File: config.mk
export PLATFORM = sky130hd
export DESIGN_NAME = cordic_pipe
export DESIGN_NICKNAME = d
export VERILOG_FILES = /design/src/rtl/cordic_pkg.sv /design/src/rtl/cordic_ctl.sv /design/src/rtl/cordic_step.sv /design/src/rtl/cordic_dp.sv /design/src/rtl/cordic_pipe.sv
export SDC_FILE = /design/constraint.sdc
export NUM_CORES = 2
export LEC_CHECK = 0
export BUFFER_PORTS_ARGS = -buffer_cell sky130_fd_sc_hd__buf_2
export CORE_ASPECT_RATIO = 1.25
export CORE_MARGIN = 4
export CORE_UTILIZATION = 60
export CTS_CLUSTER_SIZE = 24
export DETAILED_ROUTE_END_ITERATION = 7
export MAX_ROUTING_LAYER = met4
export PLACE_DENSITY_LB_ADDON = 0.25
export SYNTH_ARGS = -nofsm -noshare
export SYNTH_HDL_FRONTEND = slang
export SYNTH_HIERARCHICAL = 1
export SYNTH_SLANG_ARGS = --single-unit
File: constraint.sdc
create_clock -name clk -period 5.4 [get_ports clk]
set_input_delay 1.08 -clock clk [delete_from_list [all_inputs] [get_ports clk]]
set_output_delay 1.08 -clock clk [all_outputs]
set_load 0.02 [all_outputs]
File: src/rtl/cordic_pkg.sv
package cordic_pkg;

  // Per-stage strobe handed from control to datapath
  typedef struct packed {
    logic load;    // stage register captures this cycle
    logic rotate;  // sample moving into the stage is in rotation mode
  } stageCtlT;

  localparam real TWO_PI = 6.283185307179586;

  // atan(2^-idx) in full-turn units of a zw-bit angle word, rounded
  function automatic int arcStep(int idx, int zw);
    real turn;
    real r;
    turn = 2.0 ** zw;
    r = $atan(2.0 ** (-idx)) / TWO_PI * turn;
    return $rtoi(r + 0.5);
  endfunction

endpackage

File: src/rtl/cordic_ctl.sv
module cordic_ctl
  import cordic_pkg::*;
#(
  parameter int NST = 17
) (
  input  logic                  clk,
  input  logic                  rstN,
  input  logic                  inValid,
  input  logic                  inMode,
  output stageCtlT [NST-1:0]    ctl,
  output logic                  outValid,
  output logic                  outRot
);

  logic [NST-1:0] validPipe;
  logic [NST-1:0] rotPipe;

  always_ff @(posedge clk or negedge rstN) begin
    if (!rstN) begin
      validPipe <= '0;
      rotPipe   <= '0;
    end else begin
      validPipe <= {validPipe[NST-2:0], inValid};
      rotPipe   <= {rotPipe[NST-2:0], inMode};
    end
  end

  always_comb begin
    ctl[0].load   = inValid;
    ctl[0].rotate = inMode;
    for (int k = 1; k < NST; k++) begin
      ctl[k].load   = validPipe[k-1];
      ctl[k].rotate = rotPipe[k-1];
    end
  end

  assign outValid = validPipe[NST-1];
  assign outRot   = rotPipe[NST-1];

endmodule

File: src/rtl/cordic_step.sv
module cordic_step #(
  parameter int XY_W  = 16,
  parameter int Z_W   = 16,
  parameter int SHIFT = 0,
  parameter int ANGLE = 0
) (
  input  logic                   clk,
  input  logic                   rstN,
  input  logic                   load,
  input  logic                   rotate,
  input  logic signed [XY_W-1:0] xI,
  input  logic signed [XY_W-1:0] yI,
  input  logic signed [Z_W-1:0]  zI,
  output logic signed [XY_W-1:0] xO,
  output logic signed [XY_W-1:0] yO,
  output logic signed [Z_W-1:0]  zO
);

  localparam logic signed [Z_W-1:0] ANG = Z_W'(ANGLE);

  logic signed [XY_W-1:0] dx, dy;
  logic cw;

  assign dx = xI >>> SHIFT;
  assign dy = yI >>> SHIFT;
  // clockwise when the rotation angle left is negative, or the vector lies on or above the axis
  assign cw = rotate ? zI[Z_W-1] : ~yI[XY_W-1];

  always_ff @(posedge clk or negedge rstN) begin
    if (!rstN) begin
      xO <= '0;
      yO <= '0;
      zO <= '0;
    end else if (load) begin
      if (cw) begin
        xO <= xI + dy;
        yO <= yI - dx;
        zO <= zI + ANG;
      end else begin
        xO <= xI - dy;
        yO <= yI + dx;
        zO <= zI - ANG;
      end
    end
  end

endmodule

File: src/rtl/cordic_dp.sv
module cordic_dp
  import cordic_pkg::*;
#(
  parameter int XY_W  = 16,
  parameter int Z_W   = 16,
  parameter int ITERS = 14,
  localparam int NST  = ITERS + 3
) (
  input  logic                   clk,
  input  logic                   rstN,
  input  stageCtlT [NST-1:0]     ctl,
  input  logic signed [XY_W-1:0] xIn,
  input  logic signed [XY_W-1:0] yIn,
  input  logic signed [Z_W-1:0]  zIn,
  output logic signed [XY_W-1:0] xOut,
  output logic signed [XY_W-1:0] yOut,
  output logic signed [Z_W-1:0]  zOut
);

  localparam logic signed [Z_W-1:0] QUARTER = {2'b01, {(Z_W-2){1'b0}}};

  logic signed [XY_W-1:0] xReg, yReg, xPre, yPre, xRot, yRot;
  logic signed [Z_W-1:0]  zReg, zPre, zRot;
  logic signed [XY_W-1:0] xc [ITERS+1];
  logic signed [XY_W-1:0] yc [ITERS+1];
  logic signed [Z_W-1:0]  zc [ITERS+1];
  logic unusedRotBits;

  assign unusedRotBits = ^{ctl[0].rotate, ctl[NST-1].rotate};

  // input register
  always_ff @(posedge clk or negedge rstN) begin
    if (!rstN) begin
      xReg <= '0; yReg <= '0; zReg <= '0;
    end else if (ctl[0].load) begin
      xReg <= xIn; yReg <= yIn; zReg <= zIn;
    end
  end

  // quarter-turn pre-rotation into the convergence range
  always_comb begin
    xRot = xReg; yRot = yReg; zRot = zReg;
    if (ctl[1].rotate) begin
      case (zReg[Z_W-1 -: 2])
        2'b01: begin xRot = -yReg; yRot = xReg;  zRot = zReg - QUARTER; end
        2'b10: begin xRot = yReg;  yRot = -xReg; zRot = zReg + QUARTER; end
        default: ;
      endcase
    end else if (xReg[XY_W-1]) begin
      if (!yReg[XY_W-1]) begin
        xRot = yReg;  yRot = -xReg; zRot = zReg + QUARTER;
      end else begin
        xRot = -yReg; yRot = xReg;  zRot = zReg - QUARTER;
      end
    end
  end

  always_ff @(posedge clk or negedge rstN) begin
    if (!rstN) begin
      xPre <= '0; yPre <= '0; zPre <= '0;
    end else if (ctl[1].load) begin
      xPre <= xRot; yPre <= yRot; zPre <= zRot;
    end
  end

  assign xc[0] = xPre;
  assign yc[0] = yPre;
  assign zc[0] = zPre;

  for (genvar i = 0; i < ITERS; i++) begin : gIter
    cordic_step #(
      .XY_W (XY_W),
      .Z_W  (Z_W),
      .SHIFT(i),
      .ANGLE(arcStep(i, Z_W))
    ) uStep (
      .clk   (clk),
      .rstN  (rstN),
      .load  (ctl[i+2].load),
      .rotate(ctl[i+2].rotate),
      .xI    (xc[i]),
      .yI    (yc[i]),
      .zI    (zc[i]),
      .xO    (xc[i+1]),
      .yO    (yc[i+1]),
      .zO    (zc[i+1])
    );
  end

  // output register
  always_ff @(posedge clk or negedge rstN) begin
    if (!rstN) begin
      xOut <= '0; yOut <= '0; zOut <= '0;
    end else if (ctl[NST-1].load) begin
      xOut <= xc[ITERS]; yOut <= yc[ITERS]; zOut <= zc[ITERS];
    end
  end

endmodule

File: src/rtl/cordic_pipe.sv
module cordic_pipe
  import cordic_pkg::*;
#(
  parameter int XY_W  = 16,
  parameter int Z_W   = 16,
  parameter int ITERS = 14
) (
  input  logic                   clk,
  input  logic                   rstN,
  input  logic                   inValid,
  input  logic                   inMode,
  input  logic signed [XY_W-1:0] xIn,
  input  logic signed [XY_W-1:0] yIn,
  input  logic signed [Z_W-1:0]  zIn,
  output logic                   outValid,
  output logic signed [XY_W-1:0] xOut,
  output logic signed [XY_W-1:0] yOut,
  output logic signed [Z_W-1:0]  zOut
);

  localparam int NST = ITERS + 3;

  stageCtlT [NST-1:0] ctl;
  logic outRot;

  cordic_ctl #(.NST(NST)) uCtl (
    .clk     (clk),
    .rstN    (rstN),
    .inValid (inValid),
    .inMode  (inMode),
    .ctl     (ctl),
    .outValid(outValid),
    .outRot  (outRot)
  );

  cordic_dp #(.XY_W(XY_W), .Z_W(Z_W), .ITERS(ITERS)) uDp (
    .clk (clk),
    .rstN(rstN),
    .ctl (ctl),
    .xIn (xIn),
    .yIn (yIn),
    .zIn (zIn),
    .xOut(xOut),
    .yOut(yOut),
    .zOut(zOut)
  );

endmodule

==> summary.txt <==
Outcome
  • Status: finished clean

Global route
  • Vias in the first global route: ~58k
  • GRT overflow: 0
  • First-pass GRT wire length: around 300000 um
  • Antenna violations before repair: 1
  • Pin count of the biggest net entering global routing: 115
  • Gr usage total: 29.8%

Worst setup path
  • RR Startpoint: uDp/gIter[11].uStep/yO[15]
  • CP Cell Sequence: or2_1 -> nand2_2 -> inv_2 -> nor2_1 -> a21o_1 -> ha_1 -> a211o_1 -> o31ai_1 -> o211ai_1 -> a41o_1 -> xor2_1 -> mux2_2
  • Worst Reg-to-Reg Cells: 12
  • Slowest cell on crit path: o31ai_1
  • Setup CP Type: reg2reg
  • Reg2reg setup slack: 1290 ps
  • CP Data Required Time: roughly 6000 ps
  • CP max FO: 32
  • Critical Path End Type: flip-flop
  • Delay of the slowest critical-path stage: 620 ps
  • Arr. time, crit path: approximately 4700 ps
  • Crit start category: flip-flop
  • Reg2reg end: uDp/gIter[12].uStep/yO[13]

Floorplanning
  • Starting Density: 60.4%
  • Die Width: 315 um
  • Die ar.: roughly 120000 sq um
  • CORE AREA: 117000 sq um
  • Die Y: around 390 um
  • Cell Rows: 140
  • Number of I/O pins: about 100

Yosys
  • Syn Inst Count: about 7.8k
  • Yosys Warn Count: 6
  • Avg Inst Size Synth: 9.08 sq um
  • Syn Nets: around 8.6k
  • Mapped Area: approximately 70000 sq um

Drt
  • Total vias in the final route: 59.0k
  • Routed wire length: between 150000 and 200000 um
  • WL/cell: between 15 and 20 um
  • 1st-iter DRT viols: between 4k and 5k
  • Routed vias/inst: roughly 6.3
  • Post-route DRC: 0
  • DRT Pass-1 Iters: 8
  • Antenna-violating nets left: 0

Job
  • # Max-Cap Violations: 0

STA
  • Clk_skew: roughly 22 ps
  • Crit path time final: 4110 ps
  • Final setup fails: 0
  • Hold Vio Cnt, Final: 0
  • Tcrit/Tclk final: 76.1%
  • Fmax: roughly 240 MHz
  • RSZ-0062 raised after global routing: false
  • TNS Setup: 0 ps
  • Slew @ Worst Pin: 1080 ps
  • Max-slew violations: 0
  • Rel. slew slack: approximately 28%

Layout
  • Final Cell Area: 75400 sq um
  • Area grow syn2layout: 7.00%
  • Reg area: 21200 sq um
  • Layout cell share with drive strength beyond 1: between 10% and 20%
  • Number of fill cells: around 9.8k
  • Net count, final: 8497
  • Combined area of the multi-input logic cells: approximately 47000 sq um

Clock tree
  • CTS tree: done
  • Clk buf depth: 3
  • CTS Hold Bufs: 0
  • Post-CTS sizing: 0
  • Clock Latency Late Sink: a little over 700 ps
  • Max H-tree Level: 3
  • Clk root buf: clkbuf_16
  • Setup Buffers After CTS: 0
  • CTS buffer count: 94
  • Clock slew at reported path FFs: 60 ps
  • CTS Sinks: ~850

Placement
  • Post-DP HPWL: about 140000 um
  • RePlAce Congestion: roughly 0.94
  • Post-DP Area: between 70000 and 80000 sq um
  • Buffers on Ports: 100

Hold path
  • Min-Delay Startpoint: uCtl/rotPipe[4]
  • Hold Crit Class: reg2reg
  • Worst Hold Endpoint: uCtl/rotPipe[5]
  • Hold Path Stages: 0
==> layout make-up <==
type	instances	share of cell area [%]
antenna	1	0.00332
timing repair buffer	159	1.36
sequential	847	28.1
tap	1562	2.59
multi-input combinational	6253	61.8
clock inverter	61	0.962
inverter	349	1.74
clock buffer	114	3.39
==> how the worst max path moves through the flow <==
stage                                    start                          to  slack [ps]  cells past startpoint
floorplan            uDp/gIter[1].uStep/yO[15]   uDp/gIter[2].uStep/xO[14]        1580                     14
global placement    uDp/gIter[11].uStep/yO[15]  uDp/gIter[12].uStep/yO[13]        1610                     12
detailed placement  uDp/gIter[11].uStep/yO[15]  uDp/gIter[12].uStep/yO[13]        1460                     12
CTS                 uDp/gIter[11].uStep/yO[15]  uDp/gIter[12].uStep/yO[13]        1380                     12
global route        uDp/gIter[11].uStep/yO[15]  uDp/gIter[12].uStep/yO[13]        1100                     12
finish              uDp/gIter[11].uStep/yO[15]  uDp/gIter[12].uStep/yO[13]        1290                     12
==> critical path, delay by kind of cell, from the launching register on <==
family	cells	cell delay, ps
mux	1	260
xor+xnor	1	130
buf+inv	1	460
simple gates	3	590
compound gates	5	1710
flops	1	480
fa+ha+maj	1	370
==> layer usage <==
metal | up-vias | part of all wire [%] | track usage [%]
li1 | 28500 | - | -
met2 | 1514 | 50 | 51.8
met5 | - | 0 | -
met1 | 28600 | 42 | 36.0
met3 | 418 | 3.9 | 2.66
met4 | 0 | 3.7 | 11.2
==> state kept, by name (all words and copies together), names as in the netlist <==
register            cells
uDp/yReg               16
uDp/zReg               16
uDp/xOut               16
uCtl/validPipe         17
uDp/zPre               16
uDp/zOut               16
uCtl/rotPipe           15
uDp/gIter.uStep/xO    224
uDp/yPre               16
uDp/xReg               16
uDp/gIter.uStep/yO    223
uDp/gIter.uStep/zO    224
uDp/xPre               16
uDp/yOut               16
==> per-stage QoR <==
| stage | hold WS, ps | worst slack (ps) | utilization, % | cells |
|---|---|---|---|---|
| 6_report | 446 | 1290 | 64.6 | 9346 |
| 5_1_grt | 458 | 1100 | 64.6 | 9346 |
| 4_1_cts | 431 | 1380 | 64.6 | 9345 |
| 3_5_place_dp | 429 | 1460 | 61.8 | 9170 |
| 3_3_place_gp | 413 | 1610 | 61.8 | 9170 |
| 2_1_floorplan | 349 | 1580 | - | 7760 |
==> cell usage in the layout (no fill, tap or decap), types with 31 or more instances in the layout <==
master       n
a211o_1     31
a211oi_1   106
a21o_1     230
a21oi_1    666
a31oi_1     82
and3_1      50
buf_2       99
buf_4       53
clkbuf_16   95
dfrtp_1    831
fa_1        43
ha_1       698
inv_1      335
mux2_2     450
mux2i_1     46
nand2_1    516
nand2b_1    78
nand3_1    141
nand3b_1    43
nand4_1     82
nor2_1     586
nor2b_1     97
nor3_1     164
nor4_1      36
o211ai_1    91
o21a_1     100
o21ai_0    374
o21ai_1     45
o21bai_1    46
o31ai_1     90
or3_1       50
or4_1       33
xnor2_1    404
xor2_1     212
Power is left out: the tool's default activity adds up to more than one toggle a clock period on the data nets, which glitch-free logic cannot reach.
